$ cat src/rtl/audio_rx_pkg.sv
package audio_rx_pkg;

    typedef enum logic [1:0] {
        FMT_I2S = 2'b00,
        FMT_RJ  = 2'b01,
        FMT_DSP = 2'b10,
        FMT_LJ  = 2'b11
    } fmt_e;

    typedef enum logic [1:0] {
        ST_SEEK  = 2'b00,
        ST_LEFT  = 2'b01,
        ST_RIGHT = 2'b10
    } rx_state_e;

    // Bits carried by a right-justified word for each length code.
    function automatic int unsigned wlen_bits(input logic [1:0] code);
        unique case (code)
            2'b00:   return 24;
            2'b01:   return 20;
            2'b10:   return 18;
            default: return 16;
        endcase
    endfunction

endpackage

$ cat src/rtl/audio_rx_edge.sv
module audio_rx_edge #(
    parameter int SYNC_STAGES = 2
) (
    input  logic clk,
    input  logic rst_n,
    input  logic sclk_in,
    input  logic fsync_in,
    input  logic sdata_in,
    output logic sclk_rise,
    output logic sclk_fall,
    output logic fsync_s,
    output logic sdata_s
);
    // All three lines pass through the same number of stages, so they stay aligned.
    logic [SYNC_STAGES-1:0] sclk_sh;
    logic [SYNC_STAGES-1:0] fsync_sh;
    logic [SYNC_STAGES-1:0] sdata_sh;
    logic                   sclk_d;

    always_ff @(posedge clk) begin
        if (!rst_n) begin
            sclk_sh  <= '0;
            fsync_sh <= '0;
            sdata_sh <= '0;
            sclk_d   <= 1'b0;
        end else begin
            sclk_sh  <= {sclk_sh[SYNC_STAGES-2:0],  sclk_in};
            fsync_sh <= {fsync_sh[SYNC_STAGES-2:0], fsync_in};
            sdata_sh <= {sdata_sh[SYNC_STAGES-2:0], sdata_in};
            sclk_d   <= sclk_sh[SYNC_STAGES-1];
        end
    end

    assign sclk_rise = sclk_sh[SYNC_STAGES-1] & ~sclk_d;
    assign sclk_fall = ~sclk_sh[SYNC_STAGES-1] & sclk_d;
    assign fsync_s   = fsync_sh[SYNC_STAGES-1];
    assign sdata_s   = sdata_sh[SYNC_STAGES-1];

endmodule

$ cat src/rtl/audio_rx_slot.sv
module audio_rx_slot
    import audio_rx_pkg::*;
#(
    parameter int HALF_BITS = 32
) (
    input  logic       clk,
    input  logic       rst_n,
    input  logic       tick,
    input  logic [1:0] fmt_sel,
    input  logic [1:0] wlen_sel,
    input  logic       fsync_s,
    input  logic       in_left,
    output logic       half_start,
    output logic       start_left,
    output logic       cap_en
);
    localparam int POS_W = $clog2(HALF_BITS + 1);

    logic             fs_p1;
    logic             fs_p2;
    logic [1:0]       hist_q;
    logic [POS_W-1:0] pos_q;
    logic [POS_W-1:0] pos_cur;
    logic [POS_W-1:0] rj_first;
    logic             in_window;

    // Decide whether this bit opens a half-frame, and which channel it opens.
    always_comb begin
        half_start = 1'b0;
        start_left = 1'b0;
        unique case (fmt_e'(fmt_sel))
            FMT_LJ, FMT_RJ: begin
                half_start = (hist_q != 2'd0) && (fsync_s != fs_p1);
                start_left = fsync_s;
            end
            FMT_I2S: begin
                // The frame level seen one bit earlier marks the channel.
                half_start = (hist_q == 2'd2) && (fs_p1 != fs_p2);
                start_left = ~fs_p1;
            end
            FMT_DSP: begin
                half_start = (hist_q != 2'd0) && fs_p1 && !fsync_s;
                start_left = ~in_left;
            end
            default: begin
                half_start = 1'b0;
                start_left = 1'b0;
            end
        endcase
    end

    assign pos_cur   = half_start ? '0 : pos_q;
    assign rj_first  = POS_W'(HALF_BITS) - POS_W'(wlen_bits(wlen_sel));
    assign in_window = (pos_cur >= rj_first) && (pos_cur < POS_W'(HALF_BITS));

    // Decide whether this bit is captured into the current word.
    always_comb begin
        unique case (fmt_e'(fmt_sel))
            FMT_RJ:  cap_en = in_window;
            FMT_DSP: cap_en = ~fsync_s;
            default: cap_en = 1'b1;
        endcase
    end

    always_ff @(posedge clk) begin
        if (!rst_n) begin
            fs_p1  <= 1'b0;
            fs_p2  <= 1'b0;
            hist_q <= 2'd0;
            pos_q  <= '0;
        end else if (tick) begin
            fs_p1 <= fsync_s;
            fs_p2 <= fs_p1;
            if (hist_q != 2'd2) begin
                hist_q <= hist_q + 2'd1;
            end
            if (pos_cur != POS_W'(HALF_BITS)) begin
                pos_q <= pos_cur + 1'b1;
            end else begin
                pos_q <= pos_cur;
            end
        end
    end

endmodule

$ cat src/rtl/audio_rx_word.sv
module audio_rx_word #(
    parameter int W = 24
) (
    input  logic         clk,
    input  logic         rst_n,
    input  logic         tick,
    input  logic         restart,
    input  logic         cap_en,
    input  logic         bit_in,
    output logic [W-1:0] word_o
);
    localparam int CNT_W = $clog2(W + 1);

    logic [W-1:0]     sr_q;
    logic [CNT_W-1:0] cnt_q;
    logic [CNT_W-1:0] shamt;

    always_ff @(posedge clk) begin
        if (!rst_n) begin
            sr_q  <= '0;
            cnt_q <= '0;
        end else if (tick) begin
            if (restart) begin
                sr_q  <= cap_en ? {{(W-1){1'b0}}, bit_in} : '0;
                cnt_q <= cap_en ? CNT_W'(1) : '0;
            end else if (cap_en && (cnt_q < CNT_W'(W))) begin
                sr_q  <= {sr_q[W-2:0], bit_in};
                cnt_q <= cnt_q + 1'b1;
            end
        end
    end

    // Shift the captured bits up to the MSB end; the free low bits read zero.
    assign shamt  = CNT_W'(W) - cnt_q;
    assign word_o = sr_q << shamt;


    cnt_bound_chk: assert property (@(posedge clk) disable iff (!rst_n)
        cnt_q <= CNT_W'(W));

endmodule

$ cat src/rtl/audio_rx_top.sv
module audio_rx_top
    import audio_rx_pkg::*;
#(
    parameter int SYNC_STAGES = 2,
    parameter int SAMPLE_W    = 24,
    parameter int HALF_BITS   = 32
) (
    input  logic                clk,
    input  logic                rst_n,
    input  logic                sclk_in,
    input  logic                fsync_in,
    input  logic                sdata_in,
    input  logic [1:0]          fmt_sel,
    input  logic [1:0]          wlen_sel,
    output logic [SAMPLE_W-1:0] left_out,
    output logic [SAMPLE_W-1:0] right_out,
    output logic                pair_valid
);
    localparam int PAD_HI = SAMPLE_W - 17;

    logic                sclk_rise;
    logic                sclk_fall;
    logic                fsync_s;
    logic                sdata_s;
    logic                tick;
    logic                half_start;
    logic                start_left;
    logic                cap_en;
    logic                open_evt;
    logic [SAMPLE_W-1:0] word;
    logic [SAMPLE_W-1:0] left_hold;
    rx_state_e           state_q;
    rx_state_e           state_d;

    audio_rx_edge #(.SYNC_STAGES(SYNC_STAGES)) u_edge (
        .clk       (clk),
        .rst_n     (rst_n),
        .sclk_in   (sclk_in),
        .fsync_in  (fsync_in),
        .sdata_in  (sdata_in),
        .sclk_rise (sclk_rise),
        .sclk_fall (sclk_fall),
        .fsync_s   (fsync_s),
        .sdata_s   (sdata_s)
    );

    // DSP framing samples on the falling edge; the other formats sample on the rising edge.
    assign tick = (fmt_e'(fmt_sel) == FMT_DSP) ? sclk_fall : sclk_rise;

    audio_rx_slot #(.HALF_BITS(HALF_BITS)) u_slot (
        .clk        (clk),
        .rst_n      (rst_n),
        .tick       (tick),
        .fmt_sel    (fmt_sel),
        .wlen_sel   (wlen_sel),
        .fsync_s    (fsync_s),
        .in_left    (state_q == ST_LEFT),
        .half_start (half_start),
        .start_left (start_left),
        .cap_en     (cap_en)
    );

    audio_rx_word #(.W(SAMPLE_W)) u_word (
        .clk     (clk),
        .rst_n   (rst_n),
        .tick    (tick),
        .restart (half_start),
        .cap_en  (cap_en),
        .bit_in  (sdata_s),
        .word_o  (word)
    );

    assign open_evt = tick && half_start;

    // State register
    always_ff @(posedge clk) begin
        if (!rst_n) begin
            state_q <= ST_SEEK;
        end else begin
            state_q <= state_d;
        end
    end

    // Next state
    always_comb begin
        state_d = state_q;
        if (open_evt) begin
            unique case (state_q)
                ST_SEEK:  state_d = start_left ? ST_LEFT : ST_SEEK;
                ST_LEFT:  state_d = start_left ? ST_LEFT : ST_RIGHT;
                ST_RIGHT: state_d = start_left ? ST_LEFT : ST_RIGHT;
                default:  state_d = ST_SEEK;
            endcase
        end
    end

    // Outputs
    always_ff @(posedge clk) begin
        if (!rst_n) begin
            left_hold  <= '0;
            left_out   <= '0;
            right_out  <= '0;
            pair_valid <= 1'b0;
        end else begin
            pair_valid <= 1'b0;
            if (open_evt) begin
                unique case (state_q)
                    ST_LEFT: begin
                        if (!start_left) begin
                            left_hold <= word;
                        end
                    end
                    ST_RIGHT: begin
                        if (start_left) begin
                            left_out   <= left_hold;
                            right_out  <= word;
                            pair_valid <= 1'b1;
                        end
                    end
                    default: begin
                    end
                endcase
            end
        end
    end


    valid_single_chk: assert property (@(posedge clk) disable iff (!rst_n)
        pair_valid |=> !pair_valid);


    hold_out_chk: assert property (@(posedge clk) disable iff (!rst_n)
        !pair_valid |-> ($stable(left_out) && $stable(right_out)));


    valid_after_right_chk: assert property (@(posedge clk) disable iff (!rst_n)
        pair_valid |-> ($past(state_q) == ST_RIGHT));


    rj16_pad_chk: assert property (@(posedge clk) disable iff (!rst_n)
        (pair_valid && (fmt_sel == 2'b01) && (wlen_sel == 2'b11))
            |-> (right_out[PAD_HI:0] == '0));

endmodule

$ cat config.mk
export PLATFORM = sky130hd
export DESIGN_NAME = audio_rx_top
export DESIGN_NICKNAME = d
export VERILOG_FILES = /design/src/rtl/audio_rx_pkg.sv /design/src/rtl/audio_rx_edge.sv /design/src/rtl/audio_rx_slot.sv /design/src/rtl/audio_rx_word.sv /design/src/rtl/audio_rx_top.sv
export SDC_FILE = /design/constraint.sdc
export NUM_CORES = 1
export LEC_CHECK = 0
export ABC_AREA = 1
export BUFFER_PORTS_ARGS = -buffer_cell sky130_fd_sc_hd__buf_2
export CORE_UTILIZATION = 57
export CTS_CLUSTER_DIAMETER = 200
export DETAILED_ROUTE_END_ITERATION = 8
export PLACE_DENSITY = 0.77
export SLEW_MARGIN = 20
export SYNTH_ARGS = -nofsm -noshare
export SYNTH_HDL_FRONTEND = slang
export SYNTH_SLANG_ARGS = --single-unit
$ cat constraint.sdc
create_clock -name clk -period 3.15 [get_ports clk]
set_input_delay 0.4725 -clock clk [delete_from_list [all_inputs] [get_ports clk]]
set_output_delay 0.4725 -clock clk [all_outputs]
set_load 0.005 [all_outputs]
==> results of run 1 <==
==> cell usage after synthesis, types with 2 or more instances <==
| cell type | count | area share, % |
|---|---|---|
| nor3_1 | 2 | 0.17 |
| buf_1 | 3 | 0.19 |
| ha_1 | 18 | 3.8 |
| a21oi_1 | 99 | 8.3 |
| and2_1 | 2 | 0.21 |
| nand2_4 | 2 | 0.37 |
| nand2_2 | 6 | 0.63 |
| nand3_1 | 67 | 5.6 |
| buf_4 | 4 | 0.50 |
| mux2i_1 | 11 | 1.8 |
| o211ai_1 | 7 | 0.87 |
| nand4_1 | 27 | 2.8 |
| dfxtp_1 | 121 | 40 |
| nand3_2 | 2 | 0.33 |
| nand2_1 | 169 | 11 |
| o21ai_1 | 4 | 0.33 |
| inv_2 | 6 | 0.37 |
| a211oi_1 | 2 | 0.25 |
| o21ai_0 | 87 | 7.3 |
| o21a_1 | 3 | 0.37 |
| xnor2_1 | 2 | 0.29 |
| nor2_1 | 86 | 5.4 |
| clkbuf_1 | 28 | 1.7 |
| clkinv_1 | 2 | 0.13 |
| xor2_1 | 5 | 0.73 |
| buf_2 | 23 | 1.9 |
| inv_1 | 48 | 3.0 |
==> through the flow <==
step,cell area [um2],total power [mW]
2_1_floorplan,6006,1.788
3_3_place_gp,6341,1.835
3_5_place_dp,6341,1.843
4_1_cts,7032,4.109
5_1_grt,7032,4.224
6_report,7032,4.099
==> cell families (layout without fill, tap and decap cells) <==
| group | Yosys count | count (layout) | share of synthesized area [%] |
|---|---|---|---|
| AO/OA/AOI/OAI | 209 | 209 | 18.33 |
| flip-flops | 121 | 121 | 40.33 |
| multiplexers | 11 | 11 | 1.833 |
| XOR/XNOR | 7 | 7 | 1.021 |
| adder cells (fa/ha/maj) | 18 | 18 | 3.750 |
| AND/OR/NAND/NOR | 366 | 366 | 26.54 |
| buffers and inverters | 116 | 161 | 8.187 |
==> state kept, by name (all words and copies together) (netlist names), 2 cells and up <==
name,cells
left_hold,24
u_slot.hist_q,2
u_edge.sclk_sh,2
right_out,24
u_slot.pos_q,6
state_q,2
u_word.cnt_q,5
u_edge.sdata_sh,2
left_out,24
u_word.sr_q,24
u_edge.fsync_sh,2
==> where the power goes <==
part | leakage (nW) | internal [mW] | switching [mW]
clock network | 0.337 | 1.55 | 0.730
logic | 1.62 | 0.0792 | 0.183
registers | 0.977 | 1.54 | 0.0102
==> layer usage <==
metal / global-route usage (%) / share of wire (%) / vias up
met2: 46.45 / 47 / 173
met5: 0 / 0 / -
met3: 6.550 / 5.3 / 33
met4: 10.56 / 2.1 / 0
met1: 35.67 / 45 / 2654
li1: - / - / 2901
==> how the worst max path moves through the flow <==
| stage | start | end | slack, ns | cells after the start |
|---|---|---|---|---|
| finish | u_slot.hist_q[0] | u_word.sr_q[6] | 0.33 | 22 |
| floorplan | fmt_sel[0] | u_word.cnt_q[0] | 0.55 | 22 |
| global placement | fmt_sel[0] | u_word.cnt_q[3] | 0.27 | 23 |
| CTS | u_slot.hist_q[0] | u_word.sr_q[6] | 0.35 | 22 |
| detailed placement | fmt_sel[0] | u_word.sr_q[16] | 0.11 | 22 |
| global route | u_slot.hist_q[0] | u_word.sr_q[7] | 0.16 | 22 |
==> worst min-delay path, stage by stage <==
cell	delay, ns
buf_2	0.07
nand2_1	0.04
inv_1	0.04
==> final cells by class <==
class | instances | share of cell area, %
clock buffer | 18 | 6.085
sequential | 121 | 34.45
timing repair buffer | 73 | 6.121
inverter | 57 | 3.114
tap | 136 | 2.420
clock inverter | 13 | 3.737
multi-input combinational | 611 | 44.07
==> summary.md, run 1 <==
| Metric | Value |
|---|---|
| Reg2reg end | `u_word.sr_q[6]` |
| Register area share after synthesis | `40.33%` |
| Peak Freq | `0.3544 GHz` |
| Final Non-Filler Cells | `1029` |
| Number of antenna violations at the first check in global routing | `0` |
| RSZ-0062 raised after global routing | `no` |
| CP delay by family, top | `simple AND/OR/NAND/NOR gates` |
| DRT Pass-1 Iters | `5` |
| Clk sink count | `121` |
| #FFs+latches synth | `121` |
| Setup_tns | `0 ns` |
| Syn Area/Cell | `7.082 um2` |
| Worst Max-Slew Pin Slew | `0.6347 ns` |
| Status | `finished clean` |
| CP endpoint kind | `flop` |
| Max Cap Viol | `0` |
| CP cell instances | `inv_1 -> ha_1 -> inv_1 -> nand2_1 -> nor2_1 -> a21oi_4 -> nand2_4 -> nor2_1 -> inv_1 -> ha_1 -> nand2_1 -> inv_1 -> nand2_1 -> nand3_1 -> nand2_1 -> nand2_1 -> nand2_2 -> nand2_4 -> nand2_2 -> buf_12 -> nand3_1 -> a21oi_1` |
| Slowest stage cell, crit path | `ha_1` |
| Post-layout min period | `2.821 ns` |
| Worst R2R Start | `u_slot.hist_q[0]` |
| Startpoint types | `flop` |
| Min-delay src | `fsync_in` |
| DIE AREA | `0.01095 mm2` |
| Worst-path clk slew | `0.06 ns` |
| Maximum VDD drop | `0.0003393 V` |
| Hold Buf Count CTS | `0` |
| Tot GR Track Use | `28.12%` |
| Fillers | `881` |
| Pleak | `2.934 nW` |
| Post-Synthesis Cells | `848` |
| Vias | `5761` |
| Cell Count Post-Placement | `998` |
| First-pass GRT wire length | `25.10 mm` |
| Arr. time, crit path | `3.27 ns` |
| Worst skew pair latency | `0.53 ns` |
| Final setup violation count | `0` |
| Number of post-CTS setup repair buffers | `0` |
| Synth unique cells | `39` |
| # diodes | `0` |
| Initial Util | `58.44%` |
| Vias per inst | `5.599` |
| Core Area | `0.01028 mm2` |
| Crit path kind | `reg -> reg` |
| Setup WS pre-CTS | `0.1060 ns` |
| Layout cells sized above 1 | `14.11%` |
| Max-slew violations | `0` |
| Worst R2R Setup Slack | `0.33 ns` |
| Commonest cells after routing, fill and taps aside | `nand2_1, dfxtp_1, a21oi_1` |
| Critical path's most frequent cell | `nand2_1` |
| Root buffer cell | `clkbuf_8` |
| Post-Syn Area | `0.006006 mm2` |
| FF-to-FF path depth | `22` |
| Register area | `0.002422 mm2` |
| Largest net degree at the start of global routing | `60` |
| Synth async-reset ratio | `0%` |
| CP max stage delay | `0.30 ns` |
| WL final | `14.81 mm` |
| Cts repair resizes | `0` |
| Skew final | `0.009158 ns` |
| Die Y-Extent | `104.6 um` |
| P&R area growth vs syn | `17.08%` |
| Worst Hold Class | `in -> reg` |
| H-tree depth | `4` |
| Final worst-path setup slack | `0.3287 ns` |
| Number of I/O pins | `58` |
| DRT iter0 DRCs | `393` |
| Grt total ovfl | `0` |
| Fin crit share | `89.57%` |
| CP Max Fanout | `24` |
| Dpl hpwl | `9.834 mm` |
| DRC | `0` |
| Relative slew margins | `57.64%` |
| Placer Congestion | `0.8791` |
| Commonest non-fill, non-tap cell in the layout | `nand2_1` |
| Worst path required time | `3.59 ns` |
| Top_reg_cell synth | `dfxtp_1` |
| Area taken by multi-input logic gates | `0.003099 mm2` |
| Syn Nets | `875` |
| DIE WIDTH | `104.6 um` |
| EDFF count, synth | `0` |
| Number of buffers created by CTS | `17` |
| Hold Path End | `u_edge.fsync_sh[0]` |
| Hold slack | `0.1250 ns` |
| Port Buffer Count | `57` |
| Maximum root-to-sink buffer count | `2` |
| Synthesis Warnings | `0` |
| Wire per inst | `14.39 um` |
| Hold path depth | `3` |
| Std cell rows | `37` |
| Critical path buffers and inverters | `5` |
| NumNets Final | `908` |
| Power per cell area | `582.9 mW/mm2` |
| Final Hold Vio Count | `0` |
| Remaining antenna violation count | `0` |
| Final core area utilization | `68.42%` |
| CTS tree | `built` |
| Vias in the first global route | `5391` |
Note: power is estimated with default switching activity, not from simulation.
==> run 2: changes to the inputs <==
Settings changed: CORE_UTILIZATION 57 to 37, PLACE_DENSITY 0.77 to not set.
==> run 2 against run 1 <==
Global-route usage is 9.3 points lower. Largest cell class unchanged. Hold slack better by 0.11 ns. Count of clock-buffer cells in the layout stayed put. Non-clock buffer count is 4 higher. Maximum frequency is 1.4% higher. Sequential power hardly changed. Clock skew is 0.0025 ns lower. Wire length is 1.6% lower. Register-to-register slack better by 0.04 ns. Highest routed layer unchanged. Total power is 8.9% lower.
==> summary.md, run 2 (synthesis results as in run 1) <==
| Metric | Value |
|---|---|
| Status | `finished clean` |
| Worst path required time | `3.49 ns (-0.10 ns)` |
| Grt total ovfl | `0 (unchanged)` |
| Worst-path clk slew | `0.06 ns (about the same)` |
| Pleak | `2.904 nW (-1.0%)` |
| WL final | `14.56 mm (-1.6%)` |
| DRT iter0 DRCs | `387 (-1.5%)` |
| Setup_tns | `0 ns (unchanged)` |
| Fillers | `1645 (+87%)` |
| Worst Max-Slew Pin Slew | `0.5937 ns (-0.04106 ns)` |
| Number of I/O pins | `58 (unchanged)` |
| CP Max Fanout | `23 (-4.2%)` |
| CTS tree | `built` |
| Hold Buf Count CTS | `0 (unchanged)` |
| Dpl hpwl | `9.973 mm (+1.4%)` |
| Worst Hold Class | `in -> reg` |
| Peak Freq | `0.3595 GHz (+1.4%)` |
| Placer Congestion | `0.8380 (-4.7%)` |
| Vias | `5549 (-3.7%)` |
| Post-layout min period | `2.782 ns (-0.03936 ns)` |
| Worst skew pair latency | `0.42 ns (-0.11 ns)` |
| CP endpoint kind | `flop` |
| Power per cell area | `528.9 mW/mm2 (-9.3%)` |
| DIE WIDTH | `129.4 um (+24%)` |
| Commonest non-fill, non-tap cell in the layout | `nand2_1` |
| Final Hold Vio Count | `0 (unchanged)` |
| DRC | `0 (unchanged)` |
| Final worst-path setup slack | `0.3680 ns (+0.03936 ns)` |
| Vias in the first global route | `4979 (-7.6%)` |
| Max Cap Viol | `0 (unchanged)` |
| Relative slew margins | `60.38% (+2.7 points)` |
| DIE AREA | `0.01675 mm2 (+53%)` |
| Fin crit share | `88.32% (-1.2 points)` |
| Die Y-Extent | `129.4 um (+24%)` |
| Largest net degree at the start of global routing | `41 (-32%)` |
| Vias per inst | `4.981 (-11%)` |
| Root buffer cell | `clkbuf_16` |
| Max-slew violations | `0 (unchanged)` |
| Setup WS pre-CTS | `0.1429 ns (+0.03689 ns)` |
| Port Buffer Count | `57 (unchanged)` |
| Core Area | `0.01589 mm2 (+55%)` |
| Layout cells sized above 1 | `14.59% (+0.48 points)` |
| Std cell rows | `46 (+24%)` |
| Number of post-CTS setup repair buffers | `0 (unchanged)` |
| Tot GR Track Use | `18.87% (-9.3 points)` |
| Clk sink count | `121 (unchanged)` |
| H-tree depth | `4 (unchanged)` |
| Number of buffers created by CTS | `17 (unchanged)` |
| Maximum VDD drop | `0.0003653 V (+7.7%)` |
| Maximum root-to-sink buffer count | `2 (unchanged)` |
| Startpoint types | `flop` |
| # diodes | `0 (unchanged)` |
| Initial Util | `37.81% (-21 points)` |
| Arr. time, crit path | `3.12 ns (-0.15 ns)` |
| Final setup violation count | `0 (unchanged)` |
| RSZ-0062 raised after global routing | `no` |
| Remaining antenna violation count | `0 (unchanged)` |
| NumNets Final | `912 (+0.44%)` |
| Crit path kind | `reg -> reg` |
| Cts repair resizes | `0 (unchanged)` |
| Commonest cells after routing, fill and taps aside | `nand2_1, dfxtp_1, a21oi_1` |
| Wire per inst | `13.07 um (-9.1%)` |
| Number of antenna violations at the first check in global routing | `0 (unchanged)` |
| DRT Pass-1 Iters | `5 (unchanged)` |
| Skew final | `0.006624 ns (-0.002534 ns)` |
| First-pass GRT wire length | `25.04 mm (-0.22%)` |
| P&R area growth vs syn | `17.52%` |
| Overall Power | `3.733 mW (-8.9%)` |
run 2: per-stage QoR:
| stage | std cells | cell area, um2 | util (%) | hold slack [ns] |
|---|---|---|---|---|
| final | 1114 | 7058 | 44.43 | 0.2377 |
| after global placement | 1082 | 6471 | 40.74 | 0.3993 |
| after global routing | 1114 | 7058 | 44.43 | 0.2345 |
| after floorplan | 848 | 6006 | - | 0.3905 |
| after CTS | 1114 | 7058 | 44.43 | 0.2211 |
| after detailed placement | 1082 | 6471 | 40.74 | 0.3997 |
run 2: critical path: stages (launching register included):
cell and delay [ns]:
dfxtp_1 0.30, inv_1 0.07, ha_1 0.23, nand2_1 0.07
nor2_1 0.07, a21oi_4 0.20, nand2_4 0.13, nor2_1 0.20
inv_1 0.10, ha_1 0.29, nand2_1 0.06, inv_1 0.03
nand2_1 0.05, nand3_1 0.07, nand2_1 0.06, nand2_1 0.05
nand2_2 0.08, nand2_4 0.05, nand2_2 0.18, buf_12 0.19
nand3_1 0.08, a21oi_1 0.14
run 2: path summary, 6_finish.rpt:
| kind | cells past startpoint | slack, ns | startpoint | to |
|---|---|---|---|---|
| setup / recovery | 21 | 0.37 | u_slot.hist_q[0] | u_word.sr_q[18] |
| hold / removal | 3 | 0.24 | fsync_in | u_edge.fsync_sh[0] |
| setup reg to reg | 21 | 0.37 | u_slot.hist_q[0] | u_word.sr_q[18] |
| hold reg to reg | 2 | 0.41 | u_edge.sdata_sh[0] | u_edge.sdata_sh[1] |
run 2: cell type report:
type	instances	area [um2]	area share (%)
Clock inverter	14	147.6	2.092
Timing Repair Buffer	77	460.4	6.524
Sequential cell	121	2422	34.32
Tap cell	216	270.3	3.829
Multi-Input combinational cell	611	3099	43.91
Clock buffer	18	439.2	6.222
Inverter	57	219.0	3.102
run 2: per-layer routing:
metal	wire, um	GRT usage [%]
met3	579	3.881
met2	6466	28.75
met1	7352	26.12
met5	0	0
met4	165	7.128
run 2: report_power, final:
part | leakage, nW | internal [mW] | switching (mW)
combinational | 1.64 | 0.0803 | 0.184
sequential | 0.977 | 1.54 | 0.00953
clock | 0.287 | 1.19 | 0.729
total | 2.90 | 2.81 | 0.922
